===== src/rtl/pgen_pkg.sv =====
package pgen_pkg;
  typedef enum logic [1:0] {
    ST_IDLE  = 2'd0,
    ST_PULSE = 2'd1,
    ST_RECOV = 2'd2
  } shot_state_e;
endpackage


===== src/rtl/pgen_addr_path.sv =====
module pgen_addr_path #(
  parameter int ADDR_W = 8
) (
  input  logic              clk,
  input  logic              rst_n,
  input  logic              addr_en_i,
  input  logic [ADDR_W-1:0] addr_i,
  output logic [ADDR_W-1:0] eff_addr_o
);
  logic [ADDR_W-1:0] hold_q;

  always_ff @(posedge clk) begin
    if (!rst_n)         hold_q <= '0;
    else if (addr_en_i) hold_q <= addr_i;
  end

  assign eff_addr_o = addr_en_i ? addr_i : hold_q;


  latch_hold_chk: assert property (@(posedge clk) disable iff (!rst_n)
    !addr_en_i |=> $stable(hold_q));
endmodule


===== src/rtl/pgen_edge_det.sv =====
module pgen_edge_det (
  input  logic clk,
  input  logic rst_n,
  input  logic trig_i,
  output logic rise_o
);
  logic trig_q;

  // reset value 1: a level already high at reset release is not an edge
  always_ff @(posedge clk) begin
    if (!rst_n) trig_q <= 1'b1;
    else        trig_q <= trig_i;
  end

  assign rise_o = trig_i & ~trig_q;
endmodule


===== src/rtl/pgen_shot_fsm.sv =====
module pgen_shot_fsm
  import pgen_pkg::*;
#(
  parameter int ADDR_W = 8,
  parameter int INH    = 3,
  parameter int INC    = 2,
  parameter int RECOV  = 4
) (
  input  logic              clk,
  input  logic              rst_n,
  input  logic              rise_i,
  input  logic              stop_i,
  input  logic [ADDR_W-1:0] eff_addr_i,
  output logic              pulse_o,
  output logic              pulse_n_o
);
  localparam int MAXW  = INH + ((1 << ADDR_W) - 1) * INC;
  localparam int TOP   = (MAXW > RECOV) ? MAXW : RECOV;
  localparam int CNT_W = $clog2(TOP + 1);
  localparam logic [CNT_W-1:0] REC_LD = CNT_W'(RECOV - 1);

  shot_state_e      st_q, st_nxt;
  logic [CNT_W-1:0] cnt_q, cnt_nxt;
  logic             pulse_q, pulse_nq;
  logic [CNT_W-1:0] width_ld;

  assign width_ld = CNT_W'(INH) + CNT_W'(eff_addr_i) * CNT_W'(INC) - CNT_W'(1);

  always_comb begin
    st_nxt  = st_q;
    cnt_nxt = cnt_q;
    unique case (st_q)
      ST_IDLE: begin
        if (stop_i) begin
          st_nxt  = ST_RECOV;
          cnt_nxt = REC_LD;
        end else if (rise_i) begin
          st_nxt  = ST_PULSE;
          cnt_nxt = width_ld;
        end
      end
      ST_PULSE: begin
        if (stop_i || cnt_q == '0) begin
          st_nxt  = ST_RECOV;
          cnt_nxt = REC_LD;
        end else begin
          cnt_nxt = cnt_q - CNT_W'(1);
        end
      end
      ST_RECOV: begin
        if (stop_i)            cnt_nxt = REC_LD;
        else if (cnt_q == '0)  st_nxt  = ST_IDLE;
        else                   cnt_nxt = cnt_q - CNT_W'(1);
      end
      default: begin
        st_nxt  = ST_IDLE;
        cnt_nxt = '0;
      end
    endcase
  end

  always_ff @(posedge clk) begin
    if (!rst_n) begin
      st_q     <= ST_IDLE;
      cnt_q    <= '0;
      pulse_q  <= 1'b0;
      pulse_nq <= 1'b1;
    end else begin
      st_q     <= st_nxt;
      cnt_q    <= cnt_nxt;
      pulse_q  <= (st_nxt == ST_PULSE);
      pulse_nq <= (st_nxt != ST_PULSE);
    end
  end

  assign pulse_o   = pulse_q;
  assign pulse_n_o = pulse_nq;


  compl_chk: assert property (@(posedge clk) disable iff (!rst_n)
    pulse_q != pulse_nq);

  stop_cut_chk: assert property (@(posedge clk) disable iff (!rst_n)
    stop_i |=> !pulse_q);

  start_src_chk: assert property (@(posedge clk) disable iff (!rst_n)
    $rose(pulse_q) |-> $past(rise_i && !stop_i));

  hold_chk: assert property (@(posedge clk) disable iff (!rst_n)
    (st_q == ST_PULSE && !stop_i && cnt_q != '0) |=> pulse_q);

  recov_entry_chk: assert property (@(posedge clk) disable iff (!rst_n)
    $fell(pulse_q) |-> st_q == ST_RECOV);
endmodule


===== src/rtl/trig_pulse_gen.sv =====
module trig_pulse_gen #(
  parameter int ADDR_W = 8,
  parameter int INH    = 3,
  parameter int INC    = 2,
  parameter int RECOV  = 4
) (
  input  logic              clk,
  input  logic              rst_n,
  input  logic              trig_i,
  input  logic              stop_i,
  input  logic              addr_en_i,
  input  logic [ADDR_W-1:0] addr_i,
  output logic              pulse_o,
  output logic              pulse_n_o
);
  // only 8- and 12-bit addresses are supported
  generate
    if (ADDR_W != 8 && ADDR_W != 12) begin : g_bad_width
      initial $fatal(1, "ADDR_W must be 8 or 12");
    end
  endgenerate

  logic              rise;
  logic [ADDR_W-1:0] eff_addr;

  pgen_edge_det u_edge (
    .clk    (clk),
    .rst_n  (rst_n),
    .trig_i (trig_i),
    .rise_o (rise)
  );

  pgen_addr_path #(.ADDR_W(ADDR_W)) u_addr (
    .clk        (clk),
    .rst_n      (rst_n),
    .addr_en_i  (addr_en_i),
    .addr_i     (addr_i),
    .eff_addr_o (eff_addr)
  );

  pgen_shot_fsm #(
    .ADDR_W(ADDR_W), .INH(INH), .INC(INC), .RECOV(RECOV)
  ) u_fsm (
    .clk        (clk),
    .rst_n      (rst_n),
    .rise_i     (rise),
    .stop_i     (stop_i),
    .eff_addr_i (eff_addr),
    .pulse_o    (pulse_o),
    .pulse_n_o  (pulse_n_o)
  );
endmodule


===== config.mk =====
export PLATFORM = sky130hd
export DESIGN_NAME = trig_pulse_gen
export DESIGN_NICKNAME = d
export VERILOG_FILES = /design/src/rtl/pgen_pkg.sv /design/src/rtl/pgen_addr_path.sv /design/src/rtl/pgen_edge_det.sv /design/src/rtl/pgen_shot_fsm.sv /design/src/rtl/trig_pulse_gen.sv
export SDC_FILE = /design/constraint.sdc
export NUM_CORES = 1
export LEC_CHECK = 0
export BUFFER_PORTS_ARGS = -buffer_cell sky130_fd_sc_hd__clkbuf_2
export CAP_MARGIN = 10
export CORE_UTILIZATION = 52
export DETAILED_ROUTE_END_ITERATION = 6
export PLACE_DENSITY = 0.75
export SLEW_MARGIN = 20
export SYNTH_ARGS = -nofsm -noshare
export SYNTH_HDL_FRONTEND = slang
export SYNTH_SLANG_ARGS = --single-unit

===== constraint.sdc =====
create_clock -name clk -period 1.9 [get_ports clk]
set_input_delay 0.38 -clock clk [delete_from_list [all_inputs] [get_ports clk]]
set_output_delay 0.38 -clock clk [all_outputs]
set_load 0.01 [all_outputs]

; ---- After elaboration in Yosys (flattened, before gate mapping)
; Index checks and enable logic that the tools add are counted.
[word_totals]
regBits = 23
latchBits = 0
ramBits = 0
romBits = 0
in_bits = 13
out_inout_bits = 2
word_cells = 34
mem_count = 0
[classes]
addsub = 3
mul = 0
n_div = 0
magnitude_cmp = 0
n_eq_ne = 6
n_shift = 0
mux = 13
bitwise = 2
reduce_logical = 4
[op_table]
columns = cell, n
row1 = 10-bit 2-to-1 mux, 5
row2 = 10-bit case mux with 3 select lines, 1
row3 = 10-bit by 1-bit subtractor with 10-bit output (second input constant), 2
row4 = 2-bit by 9-bit adder with 10-bit output (first input constant), 1
row5 = 10-bit zero test, 1
row6 = 2-bit 2-to-1 mux, 5
row7 = 8-bit 2-to-1 mux, 1
row8 = 3-bit != test (second input constant), 2
row9 = 2-bit case mux with 3 select lines, 1
row10 = 2-bit by 1-bit equality test with 1-bit output (second input constant), 2
row11 = 2-bit equality test (second input constant), 1
row12 = 2-bit zero test, 1
row13 = 2-bit by 1-bit != test with 1-bit output (second input constant), 1
row14 = 2-bit AND reduction, 1
row15 = 1-bit bitwise AND, 1
row16 = 1-bit logical OR, 1
row17 = 1-bit NOT, 1

; ---- Longest topological paths before layout
; Gate-level depths: netlist (run 1).
[depth]
depth_word = 6
ltp_mapped = 9
mapped_depth_nobuf = 7

; ---- Cells and area by module
; Synthesis (run 1) repeated with hierarchy kept, for this count alone.
[unflattened]
cells_unflattened = 156
hier_area_um2 = 1401.3
[modules_own_cells]
columns = module, instances, cells_each, area_per_inst_um2, seq_area_each_um2
row1 = pgen_shot_fsm, 1, 128, 1017.2, 280.3
row2 = pgen_addr_path, 1, 25, 344.1, 160.2
row3 = pgen_edge_det, 1, 3, 40.0, 20.0

; ---- Worst setup path before layout (run 1)
; OpenSTA, ideal clock, no wires.
[synth_timing]
kind = input to register
start = input port addr_en_i
end = register u_fsm.cnt_q[5]
setup_ns = 0.133
arrival_time_ns = 1.871
required_time_ns = 1.767
setup_slack_ns = -0.104
path_stages = 8
path_buffers = 2
cell_sequence = buf_6 -> buf_2 -> mux2_2 -> ha_1 -> nor3b_1 -> xnor2_1 -> a22oi_1 -> o221ai_1
[synth_between]
elab_chain_cells = 6
[synth_lines]
columns = element, line_no
row1 = start: declaration, trig_pulse_gen.sv:11  ; input logic addr_en_i,
row2 = 8-bit 2-to-1 mux, pgen_addr_path.sv:17  ; assign eff_addr_o = addr_en_i ? addr_i : hold_q;
row3 = via eff_addr[0], trig_pulse_gen.sv:24  ; logic [ADDR_W-1:0] eff_addr;
row4 = 2-bit by 9-bit adder with 10-bit output, pgen_shot_fsm.sv:27  ; assign width_ld = CNT_W'(INH) + CNT_W'(eff_addr_i) * CNT_W'(INC) - CNT_W'(1);
row5 = 10-bit by 1-bit subtractor with 10-bit output, pgen_shot_fsm.sv:27
row6 = 10-bit 2-to-1 mux, pgen_shot_fsm.sv:37  ; end else if (rise_i) begin
row7 = 10-bit 2-to-1 mux, pgen_shot_fsm.sv:34  ; if (stop_i) begin
row8 = 10-bit case mux with 3 select lines, pgen_shot_fsm.sv:32  ; unique case (st_q)
row9 = end signal: assignment, pgen_shot_fsm.sv:70  ; cnt_q <= cnt_nxt;
row10 = end: declaration, pgen_shot_fsm.sv:23  ; logic [CNT_W-1:0] cnt_q, cnt_nxt;
; The timed path passes the listed nets, and every way through them passes these cells. The select of a mux whose other input is x is not followed.
; A chain may end at the register's enable or synchronous reset.

; ---- Worst setup path after layout (run 1)
[layout_timing]
start = register u_fsm.st_q[1]
end = register u_fsm.cnt_q[6]
[layout_between]
elab_chain_cells = 3
elab_cells_between_ends = 7
classes_between = eq/ne (4) / mux (1) / reduce/logical (2)
[layout_lines]
columns = element, line_no
row1 = start: declaration, pgen_shot_fsm.sv:22  ; shot_state_e st_q, st_nxt;
row2 = start signal: assignment, pgen_shot_fsm.sv:69  ; st_q <= st_nxt;
row3 = 2-bit equality test / 2-bit zero test (equally long branches), pgen_shot_fsm.sv:32
row4 = 3-bit != test (no source line), --
row5 = 2-bit AND reduction (no source line), --
; Several ways; a longest one is shown, not always the timed one.

==> results of run 1 <==
==> final cells by class <==
class                      instances  area (µm²)  area share
clock inverter                     1        5.00     0.00285
timing repair buffer              30         190       0.108
sequential                        23         460       0.262
multi-input combinational        143        1020       0.579
clock buffer                       3        22.5      0.0128
inverter                           6        22.5      0.0128
tap                               31        38.8      0.0221
==> per-stage QoR <==
step                hold WS, ns  instances   util  power (W)  setup WS (ns)
floorplan                 0.453        179      -   0.000801         0.0261
global placement          0.500        233  0.620   0.000910         0.0856
detailed placement        0.494        233  0.620   0.000925         0.0444
CTS                       0.250        237  0.630    0.00116         0.0245
global route              0.268        237  0.642    0.00124        0.00775
finish                    0.256        237  0.642    0.00118          0.134
==> state kept, by name, indices dropped and copies added, names as in the netlist <==
name             flops
u_fsm.cnt_q         10
u_addr.hold_q        8
u_fsm.st_q           2
u_edge.trig_q        1
u_fsm.pulse_n_o      1
u_fsm.pulse_o        1
==> synthesized netlist by cell type (2+ instances only) <==
cell	n	area share
sky130_fd_sc_hd__a32oi_1	2	0.012
sky130_fd_sc_hd__o21a_1	2	0.010
sky130_fd_sc_hd__a22oi_1	3	0.015
sky130_fd_sc_hd__nand2_1	17	0.043
sky130_fd_sc_hd__o211ai_1	3	0.015
sky130_fd_sc_hd__inv_1	6	0.015
sky130_fd_sc_hd__nand4b_1	3	0.018
sky130_fd_sc_hd__ha_1	2	0.017
sky130_fd_sc_hd__a211oi_1	4	0.020
sky130_fd_sc_hd__dfxtp_1	23	0.31
sky130_fd_sc_hd__nor4_1	2	0.0083
sky130_fd_sc_hd__and3_1	2	0.0083
sky130_fd_sc_hd__or3_1	2	0.0083
sky130_fd_sc_hd__nor2b_1	9	0.038
sky130_fd_sc_hd__clkbuf_1	3	0.0075
sky130_fd_sc_hd__nor2_1	11	0.028
sky130_fd_sc_hd__nand3_1	6	0.020
sky130_fd_sc_hd__o41ai_1	2	0.012
sky130_fd_sc_hd__nor3b_1	5	0.025
sky130_fd_sc_hd__xor2_1	3	0.018
sky130_fd_sc_hd__and2_1	5	0.021
sky130_fd_sc_hd__a21oi_1	4	0.013
sky130_fd_sc_hd__o21ai_0	6	0.020
sky130_fd_sc_hd__a211o_1	2	0.012
sky130_fd_sc_hd__mux2i_1	5	0.033
sky130_fd_sc_hd__o22ai_1	4	0.017
sky130_fd_sc_hd__mux2_2	5	0.038
sky130_fd_sc_hd__nand4_1	4	0.017
sky130_fd_sc_hd__buf_2	3	0.010
sky130_fd_sc_hd__xnor2_1	3	0.018
sky130_fd_sc_hd__nor3_1	7	0.023
==> what timing repair did <==
item                                    4_1_cts  5_1_grt
resized for setup                             0        6
hold buffers                                  0        0
endpoints found under the setup margin        0        8
==> path summary, 6_finish.rpt <==
| check | startpoint | end | slack (ns) | cells past startpoint |
|---|---|---|---|---|
| worst max-delay path | u_fsm.st_q[1] | u_fsm.cnt_q[6] | 0.13 | 4 |
| worst min-delay path | trig_i | u_edge.trig_q | 0.26 | 2 |
| worst max register to register | u_fsm.st_q[1] | u_fsm.cnt_q[6] | 0.13 | 4 |
| worst min register to register | u_fsm.cnt_q[1] | u_fsm.cnt_q[1] | 0.52 | 2 |
==> worst reg2reg max path: cells and delay by family (launching register included) <==
family | cells | cell delay, ns
AO/OA/AOI/OAI | 3 | 0.61
flip-flops | 1 | 0.54
AND/OR/NAND/NOR | 1 | 0.52
==> cell families after synthesis <==
| logic type | after synthesis | synth area share |
|---|---|---|
| AOI/OAI and AO/OA | 42 | 0.214 |
| and+or+nand+nor | 83 | 0.317 |
| adders and majority gates | 2 | 0.0167 |
| muxes | 10 | 0.0709 |
| xor gates and xnor gates | 6 | 0.0350 |
| DFF | 23 | 0.307 |
| buffers and inverters | 13 | 0.0400 |
==> power by group through the flow <==
| stage | sequential [W] | clock, W | combinational (W) |
|---|---|---|---|
| 6_report | 0.000552 | 0.000238 | 0.000389 |
| 3_5_place_dp | 0.000559 | 0 | 0.000366 |
| 2_1_floorplan | 0.000549 | 0 | 0.000252 |
| 4_1_cts | 0.000548 | 0.000244 | 0.000367 |
| 3_3_place_gp | 0.000557 | 0 | 0.000353 |
| 5_1_grt | 0.000556 | 0.000254 | 0.000428 |
==> routing by layer <==
metal  vias up  GRT usage  wire length (µm)
li1        724          -                 -
met1       691      0.318              1740
met2        43      0.418              1750
met3         7     0.0209               135
met4         0      0.107                60
met5         -          0                 0
==> placed cells by master, fill, tap and decap left out, types with 3 or more instances in the layout <==
master / Yosys / layout
sky130_fd_sc_hd__clkbuf_2: 0 / 14
sky130_fd_sc_hd__o21ai_0: 6 / 6
sky130_fd_sc_hd__a21oi_1: 4 / 3
sky130_fd_sc_hd__xor2_1: 3 / 3
sky130_fd_sc_hd__o22ai_1: 4 / 4
sky130_fd_sc_hd__mux2_2: 5 / 5
sky130_fd_sc_hd__inv_1: 6 / 6
sky130_fd_sc_hd__nand3_1: 6 / 6
sky130_fd_sc_hd__nor3b_1: 5 / 4
sky130_fd_sc_hd__and2_1: 5 / 5
sky130_fd_sc_hd__nor2_1: 11 / 11
sky130_fd_sc_hd__xnor2_1: 3 / 3
sky130_fd_sc_hd__buf_4: 0 / 16
sky130_fd_sc_hd__nand4b_1: 3 / 3
sky130_fd_sc_hd__mux2i_1: 5 / 5
sky130_fd_sc_hd__clkbuf_4: 0 / 3
sky130_fd_sc_hd__a22oi_1: 3 / 3
sky130_fd_sc_hd__dfxtp_1: 23 / 23
sky130_fd_sc_hd__a211oi_1: 4 / 4
sky130_fd_sc_hd__nand2_1: 17 / 17
sky130_fd_sc_hd__o211ai_1: 3 / 3
sky130_fd_sc_hd__nor2b_1: 9 / 9
sky130_fd_sc_hd__nand4_1: 4 / 4
sky130_fd_sc_hd__nor3_1: 7 / 7
==> results.toml, run 1 <==
[sta]
finalCritPeriodShare = 0.929
finalClockSkew_ns = 0.00707
final-setup-viol-count = 0
finalSetupTns_ns = 0
rsz0062_at_grt = "false"
finalMaxSlewViolations = 0
slew_headroom = 0.625
max_clock_freq_ghz = 0.566
worstMarginPinSlew_ns = 0.555
min_period_ns = 1.77
timing_hold_violations_final = 0

[global_route]
all_layer_gr_usage = 0.246
antenna_found_initial = 0
vias_in_the_first_global_route = 1462
global_route_wire_length_before_repair_mm = 6.08
grt_max_degree = 16
grt-ovfl-total = 0

[drt]
postRouteAntennaNets = 0
drt_wl_total_mm = 3.68
vias_per_cell = 6.18
via_count = 1465
detail_route.drc_violations = 0
drt-pass1-iter-count = 4
detail_route.wl_per_cell_um = 15.5
initialDrtViolationCount = 58

[worst_setup_path]
crit_arrival_ns = 1.99
crit_path_end_kind = "register"
critical_path.max_fanout = 11
critPathRequiredTime_ns = 2.12
critical_path.n_buffers_inverters = 0
critPathTopFamily = "compound AO/OA/AOI/OAI gates"
crit_path_cell_trace = "nor4b_1 > a211oi_2 > a32oi_1 > o211ai_1"
slowest_stage = "sky130_fd_sc_hd__dfxtp_1"
timing.setup.critical_path_class = "register to register"
cp-start-kind = "register"
slowest_delay_ns = 0.54

[cts]
ctsRootBufferMaster = "sky130_fd_sc_hd__clkbuf_4"
clock_latency_ns = 0.33
clockBufferDepth = 2
cts-htree-levels = 1
postCtsSetupBuffers = 0
tritoncts = "built"
cts_made_buffers = 3
total_number_of_clock_tree_sinks = 23
clock_transition_at_path_regs_ns = 0.13

[power_and_ir_drop]
power.switching_w = 0.000408
sw_frac_of_total = 0.347
pwr_density_cell_mw_per_mm2 = 671
power.share.sequential = 0.468
p_leak_nw = 0.666
p_comb_frac = 0.330
clock_power_share = 0.202
worst_vdd_ir_uv = 430
power.internal_w = 0.000770

[synthesis]
postSynth.asyncResetShare = 0
ys_seq_area_frac = 0.307
postSynthCellCount = 179
mappedNetlistNets = 194
yosys_warnings = 0
ys.flop_type = "sky130_fd_sc_hd__dfxtp_1"
synthesis.area_per_instance_um2 = 8.38
netlist-cell-type-count = 52
yosys_register_bits = 23
post_synth_instance_area_mm2 = 0.00150
synth_enable_flop_cells = 0

[layout]
finish.net_count = 222
design_area_mm2 = 0.00176
filler_cell_count = 248
insertedDiodeCount = 0
layout-area-overhead-vs-synth_pct = 17.0
final_layout_size_suffix_gt1_frac = 0.252

[floorplanning]
floorplan.initialDensity = 0.549
boundary_pin_count = 15
die_area_mm2 = 0.00310
placeable_core_area_mm2 = 0.00273
die_y_um = 55.7
die_width_um = 55.7
floorplan.rows = 19

[placement]
port_buffers = 14
placer_congestion_estimate = 0.960
post-dp-hpwl_mm = 2.78
placed_cell_area_mm2 = 0.00169

[status]
status = "finished clean"

[flow_run]
drv_cap = 0

[worst_hold_path]
hold_path.class = "primary input to register"
Power figures use the tool's default switching activity.
==> run 2, diff against run 1 <==
--- a/config.mk
+++ b/config.mk
@@ -8,6 +8,7 @@
 export BUFFER_PORTS_ARGS = -buffer_cell sky130_fd_sc_hd__clkbuf_2
 export CAP_MARGIN = 10
 export CORE_UTILIZATION = 52
+export CTS_BUF_LIST = sky130_fd_sc_hd__clkbuf_16
 export DETAILED_ROUTE_END_ITERATION = 6
 export PLACE_DENSITY = 0.75
 export SLEW_MARGIN = 20
==> results.toml, run 2 (same netlist as run 1, synthesis figures left out) <==
[worst_setup_path]
critPathRequiredTime_ns = 2.08
worstSetupStartpoint = "u_fsm.cnt_q[1]"
crit_path_cell_trace = "inv_1 > ha_1 > nor4b_4 > and2_4 > a211oi_2 > a21oi_2 > o22ai_1"
crit_path_end_kind = "register"
r2r-start = "u_fsm.cnt_q[1]"
cp-start-kind = "register"
crit_arrival_ns = 1.98
slowest_stage = "sky130_fd_sc_hd__a211oi_2"
critical_path.max_fanout = 5
slowest_delay_ns = 0.41
timing.setup.critical_path_class = "register to register"

[drt]
postRouteAntennaNets = 0
detail_route.wl_per_cell_um = 15.9
vias_per_cell = 6.20
drt_wl_total_mm = 3.77
drt-pass1-iter-count = 4
via_count = 1469
detail_route.drc_violations = 0
initialDrtViolationCount = 57

[layout]
design_area_mm2 = 0.00181
ff_latch_area_um2 = 460
finish.utilization = 0.660
layout.cells.non_filler = 237
insertedDiodeCount = 0
mostFrequentLayoutCells = "sky130_fd_sc_hd__dfxtp_1 (23), sky130_fd_sc_hd__nand2_1 (17), sky130_fd_sc_hd__buf_4 (16)"
multi_input_comb_area_mm2 = 0.00101
largest_register = "u_fsm.cnt_q"
largestRegisters = "u_fsm.cnt_q x10, u_addr.hold_q x8, u_fsm.st_q x2"
largest_register_ff_count = 10
mostFrequentLayoutCell = "sky130_fd_sc_hd__dfxtp_1"
layout-area-overhead-vs-synth_pct = 20.4
finish.net_count = 222
final_layout_size_suffix_gt1_frac = 0.248
filler_cell_count = 235

[global_route]
antenna_found_initial = 0
grt_max_degree = 16
grt-ovfl-total = 0
global_route_wire_length_before_repair_mm = 6.21
vias_in_the_first_global_route = 1481
all_layer_gr_usage = 0.250

[cts]
cts_made_buffers = 3
cts-htree-levels = 1
tritoncts = "built"
ctsRootBufferMaster = "sky130_fd_sc_hd__clkbuf_16"
clock_transition_at_path_regs_ns = 0.06
clock_latency_ns = 0.26
postCtsSetupBuffers = 0
clockBufferDepth = 2
total_number_of_clock_tree_sinks = 23

[sta]
final-setup-viol-count = 0
finalMaxSlewViolations = 0
finalWorstSetupSlack_ns = 0.0953
timing_hold_violations_final = 0
worstMarginPinSlew_ns = 0.558
slew_headroom = 0.623
max_clock_freq_ghz = 0.554
finalClockSkew_ns = 0.00265
min_period_ns = 1.80
finalCritPeriodShare = 0.950

[floorplanning]
die_width_um = 55.7
floorplan.initialDensity = 0.549
die_y_um = 55.7
floorplan.rows = 19
die_area_mm2 = 0.00310
boundary_pin_count = 15
placeable_core_area_mm2 = 0.00273

[power_and_ir_drop]
p_comb_frac = 0.277
p_leak_nw = 0.691
power.switching_w = 0.000432
clock_power_share = 0.330
pwr_density_cell_mw_per_mm2 = 779
sw_frac_of_total = 0.308
worst_vdd_ir_uv = 592
fin_total_pwr_w = 0.00141
power.internal_w = 0.000973
power.share.sequential = 0.393

[status]
status = "finished clean"

[placement]
post-dp-hpwl_mm = 2.78
place_worst_setup_slack_ns = 0.0444
port_buffers = 14
placed_cell_area_mm2 = 0.00169
placer_congestion_estimate = 0.960
place.detailed.instances = 233

[flow_run]
drv_cap = 0

[worst_hold_path]
hold_path.class = "primary input to register"
holdCritStartpoint = "trig_i"
## run 2: cell types whose count changed in the layout (fill, tap and decap cells not counted)
cell	before	now
sky130_fd_sc_hd__ha_1	0	1
sky130_fd_sc_hd__ha_2	2	1
sky130_fd_sc_hd__clkbuf_4	3	0
sky130_fd_sc_hd__clkbuf_16	0	3
## run 2: timing repair
item                                    CTS  global route
hold endpoints to repair                  0             0
hold buffers                              0             0
gates resized for setup                   0             5
endpoints found under the setup margin    0             9
## run 2: layout make-up
class	count	area share
Timing Repair Buffer	30	0.105
Multi-Input combinational cell	143	0.561
Clock inverter	1	0.00277
Inverter	6	0.0125
Tap cell	31	0.0215
Sequential cell	23	0.255
Clock buffer	3	0.0416
## run 2: path summary, 6_finish.rpt
path,to,slack (ns),cells past startpoint
max,u_fsm.cnt_q[8],0.1,7
min,u_edge.trig_q,0.33,2
max reg2reg,u_fsm.cnt_q[8],0.1,7
min reg2reg,u_fsm.cnt_q[1],0.51,2
## run 2: through the flow
step | setup TNS [ns] | hold slack [ns]
after CTS | 0 | 0.325
after global routing | -0.0689 | 0.344
after floorplan | 0 | 0.453
final | 0 | 0.330
after detailed placement | 0 | 0.494
after global placement | 0 | 0.500
## run 2: critical path, delay by kind of cell, from the launching register on
family	cells	cell delay [ns]
and+or+nand+nor	2	0.33
DFF	1	0.38
buffers and inverters	1	0.06
AOI/OAI and AO/OA	3	0.73
adders and majority gates	1	0.23
## run 2: metal layers
layer  global-route usage  wire length [µm]  vias to the layer above
li1                     -                 -                      725
met1                0.318              1650                      674
met2                0.432              1810                       57
met3               0.0419               228                       13
met4               0.0714                88                        0
met5                    0                 0                        -
## run 2: power groups by stage
| stage | clock network (W) | registers [W] | logic (W) |
|---|---|---|---|
| floorplan | 0 | 0.000549 | 0.000252 |
| global placement | 0 | 0.000557 | 0.000353 |
| detailed placement | 0 | 0.000559 | 0.000366 |
| CTS | 0.000465 | 0.000548 | 0.000369 |
| global route | 0.000481 | 0.000556 | 0.000429 |
| finish | 0.000465 | 0.000552 | 0.000389 |
==> run 3, diff against run 2 <==
--- a/config.mk
+++ b/config.mk
@@ -5,12 +5,13 @@
 export SDC_FILE = /design/constraint.sdc
 export NUM_CORES = 1
 export LEC_CHECK = 0
+export ABC_CLOCK_PERIOD_IN_PS = 1600
 export BUFFER_PORTS_ARGS = -buffer_cell sky130_fd_sc_hd__clkbuf_2
 export CAP_MARGIN = 10
-export CORE_UTILIZATION = 52
-export CTS_BUF_LIST = sky130_fd_sc_hd__clkbuf_16
+export CORE_UTILIZATION = 55
+export CTS_BUF_LIST = sky130_fd_sc_hd__clkbuf_4
 export DETAILED_ROUTE_END_ITERATION = 6
-export PLACE_DENSITY = 0.75
+export PLACE_DENSITY = 0.79
 export SLEW_MARGIN = 20
 export SYNTH_ARGS = -nofsm -noshare
 export SYNTH_HDL_FRONTEND = slang
==> constraint.sdc (replaced) <==
create_clock -name clk -period 1.6 [get_ports clk]
set_input_delay 0.32 -clock clk [delete_from_list [all_inputs] [get_ports clk]]
set_output_delay 0.32 -clock clk [all_outputs]
set_load 0.01 [all_outputs]
==> results.toml, run 3 (same netlist as run 1, synthesis figures left out) <==
[status]
status = "complete, but fails checks"
violations = "setup timing"

[cts]
tritoncts = "built"
ctsRootBufferMaster = "sky130_fd_sc_hd__clkbuf_4"
total_number_of_clock_tree_sinks = 23
clock_transition_at_path_regs_ns = 0.13
cts_made_buffers = 3
clock_latency_ns = 0.31
cts-htree-levels = 1
cts_hold_repair.buffers = 0
clockBufferDepth = 2

[sta]
holdWs_ns = 0.207
finalCritPeriodShare = 1.09
final-setup-viol-count = 11
worstMarginPinSlew_ns = 0.479
finalSetupTns_ns = -0.914
min_period_ns = 1.74
finalMaxSlewViolations = 0
max_clock_freq_ghz = 0.573
timing_hold_violations_final = 0
finalClockSkew_ns = 0.00327
finalWorstSetupSlack_ns = -0.144
rsz0062_at_grt = "true"
slew_headroom = 0.671

[layout]
layout-area-overhead-vs-synth_pct = 45.3
mostFrequentLayoutCells = "sky130_fd_sc_hd__buf_4 (47), sky130_fd_sc_hd__dfxtp_1 (20), sky130_fd_sc_hd__nand2_1 (14), sky130_fd_sc_hd__clkbuf_2 (14), sky130_fd_sc_hd__nor2_1 (11)"
largestRegisters = "u_fsm.cnt_q x10, u_addr.hold_q x8, u_fsm.st_q x2"
mostFrequentLayoutCell = "sky130_fd_sc_hd__buf_4"
largest_register_ff_count = 10
design_area_mm2 = 0.00218
largest_register = "u_fsm.cnt_q"
final_layout_size_suffix_gt1_frac = 0.436
finish.utilization = 0.864
insertedDiodeCount = 0
filler_cell_count = 141
finish.net_count = 257

[worst_setup_path]
crit_arrival_ns = 1.94
critPathRequiredTime_ns = 1.80
cp-start-kind = "register"
timing.setup.critical_path_class = "register to register"
crit_path_end_kind = "register"
critical_path.max_fanout = 10

[floorplanning]
placeable_core_area_mm2 = 0.00252
boundary_pin_count = 15
die_width_um = 54.2
die_area_mm2 = 0.00294
floorplan.initialDensity = 0.595
floorplan.rows = 18
die_y_um = 54.2

[worst_hold_path]
hold_path.class = "primary input to register"

[global_route]
grt_max_degree = 13
vias_in_the_first_global_route = 1506
all_layer_gr_usage = 0.338
global_route_wire_length_before_repair_mm = 6.99
grt-ovfl-total = 0
antenna_found_initial = 0

[drt]
detail_route.drc_violations = 0
postRouteAntennaNets = 0
via_count = 1789
drt_wl_total_mm = 5.43
initialDrtViolationCount = 133
drt-pass1-iter-count = 5
vias_per_cell = 6.60
detail_route.wl_per_cell_um = 20.0

[flow_run]
drv_cap = 0

[placement]
post-dp-hpwl_mm = 3.31
placed_cell_area_mm2 = 0.00196
port_buffers = 14
placer_congestion_estimate = 0.965
place_worst_setup_slack_ns = -0.195

[power_and_ir_drop]
pwr_density_cell_mw_per_mm2 = 764
worst_vdd_ir_uv = 636
p_leak_nw = 0.886
-- run 3: per-stage QoR --
stage	instances	total power, W
2_1_floorplan	179	0.000982
3_3_place_gp	260	0.00121
3_5_place_dp	260	0.00123
4_1_cts	267	0.00157
5_1_grt	271	0.00174
6_report	271	0.00166
-- run 3: worst paths after layout --
kind / slack (ns) / cells past startpoint / to / startpoint
worst max-delay path: -0.14 / 8 / u_fsm.cnt_q[2] / u_fsm.cnt_q[1]
worst min-delay path: 0.21 / 2 / u_edge.trig_q / trig_i
worst max register to register: -0.14 / 8 / u_fsm.cnt_q[2] / u_fsm.cnt_q[1]
worst min register to register: 0.57 / 2 / u_fsm.cnt_q[4] / u_fsm.cnt_q[4]
-- run 3: critical path, stage by stage, from the launching register on --
cell,delay [ns]
sky130_fd_sc_hd__dfxtp_2,0.35
sky130_fd_sc_hd__inv_2,0.06
sky130_fd_sc_hd__ha_4,0.14
sky130_fd_sc_hd__nor4b_4,0.28
sky130_fd_sc_hd__and2_4,0.24
sky130_fd_sc_hd__a211oi_4,0.07
sky130_fd_sc_hd__buf_12,0.15
sky130_fd_sc_hd__a31oi_1,0.22
sky130_fd_sc_hd__o22ai_2,0.12
-- run 3: area by class of cell --
cell class	count	area, µm²	share of cell area
multi-input combinational	143	1150	0.527
timing repair buffer	65	477	0.219
sequential	23	464	0.213
tap	30	37.5	0.0172
clock buffer	4	30.0	0.0138
inverter	6	22.5	0.0103
-- run 3: report_power, final --
group | total (W) | switching, W | internal, W | leakage, nW
clock | 0.000289 | 0.000175 | 0.000114 | 0.0184
sequential | 0.000654 | 0.0000417 | 0.000612 | 0.189
combinational | 0.000722 | 0.000364 | 0.000358 | 0.679
-- run 3: timing repair --
| action | CTS | global route |
|---|---|---|
| buffers inserted | 5 | 6 |
| endpoints found under the setup margin | 11 | 13 |
| pin swaps | 6 | 7 |
| endpoints found under the hold margin | 0 | 0 |
| gates resized for setup | 11 | 15 |
-- run 3: layer usage --
layer,global-route usage,part of all wire
met1,0.429,0.37
met2,0.591,0.47
met3,0.0417,0.10
met4,0.103,0.060
met5,0,0
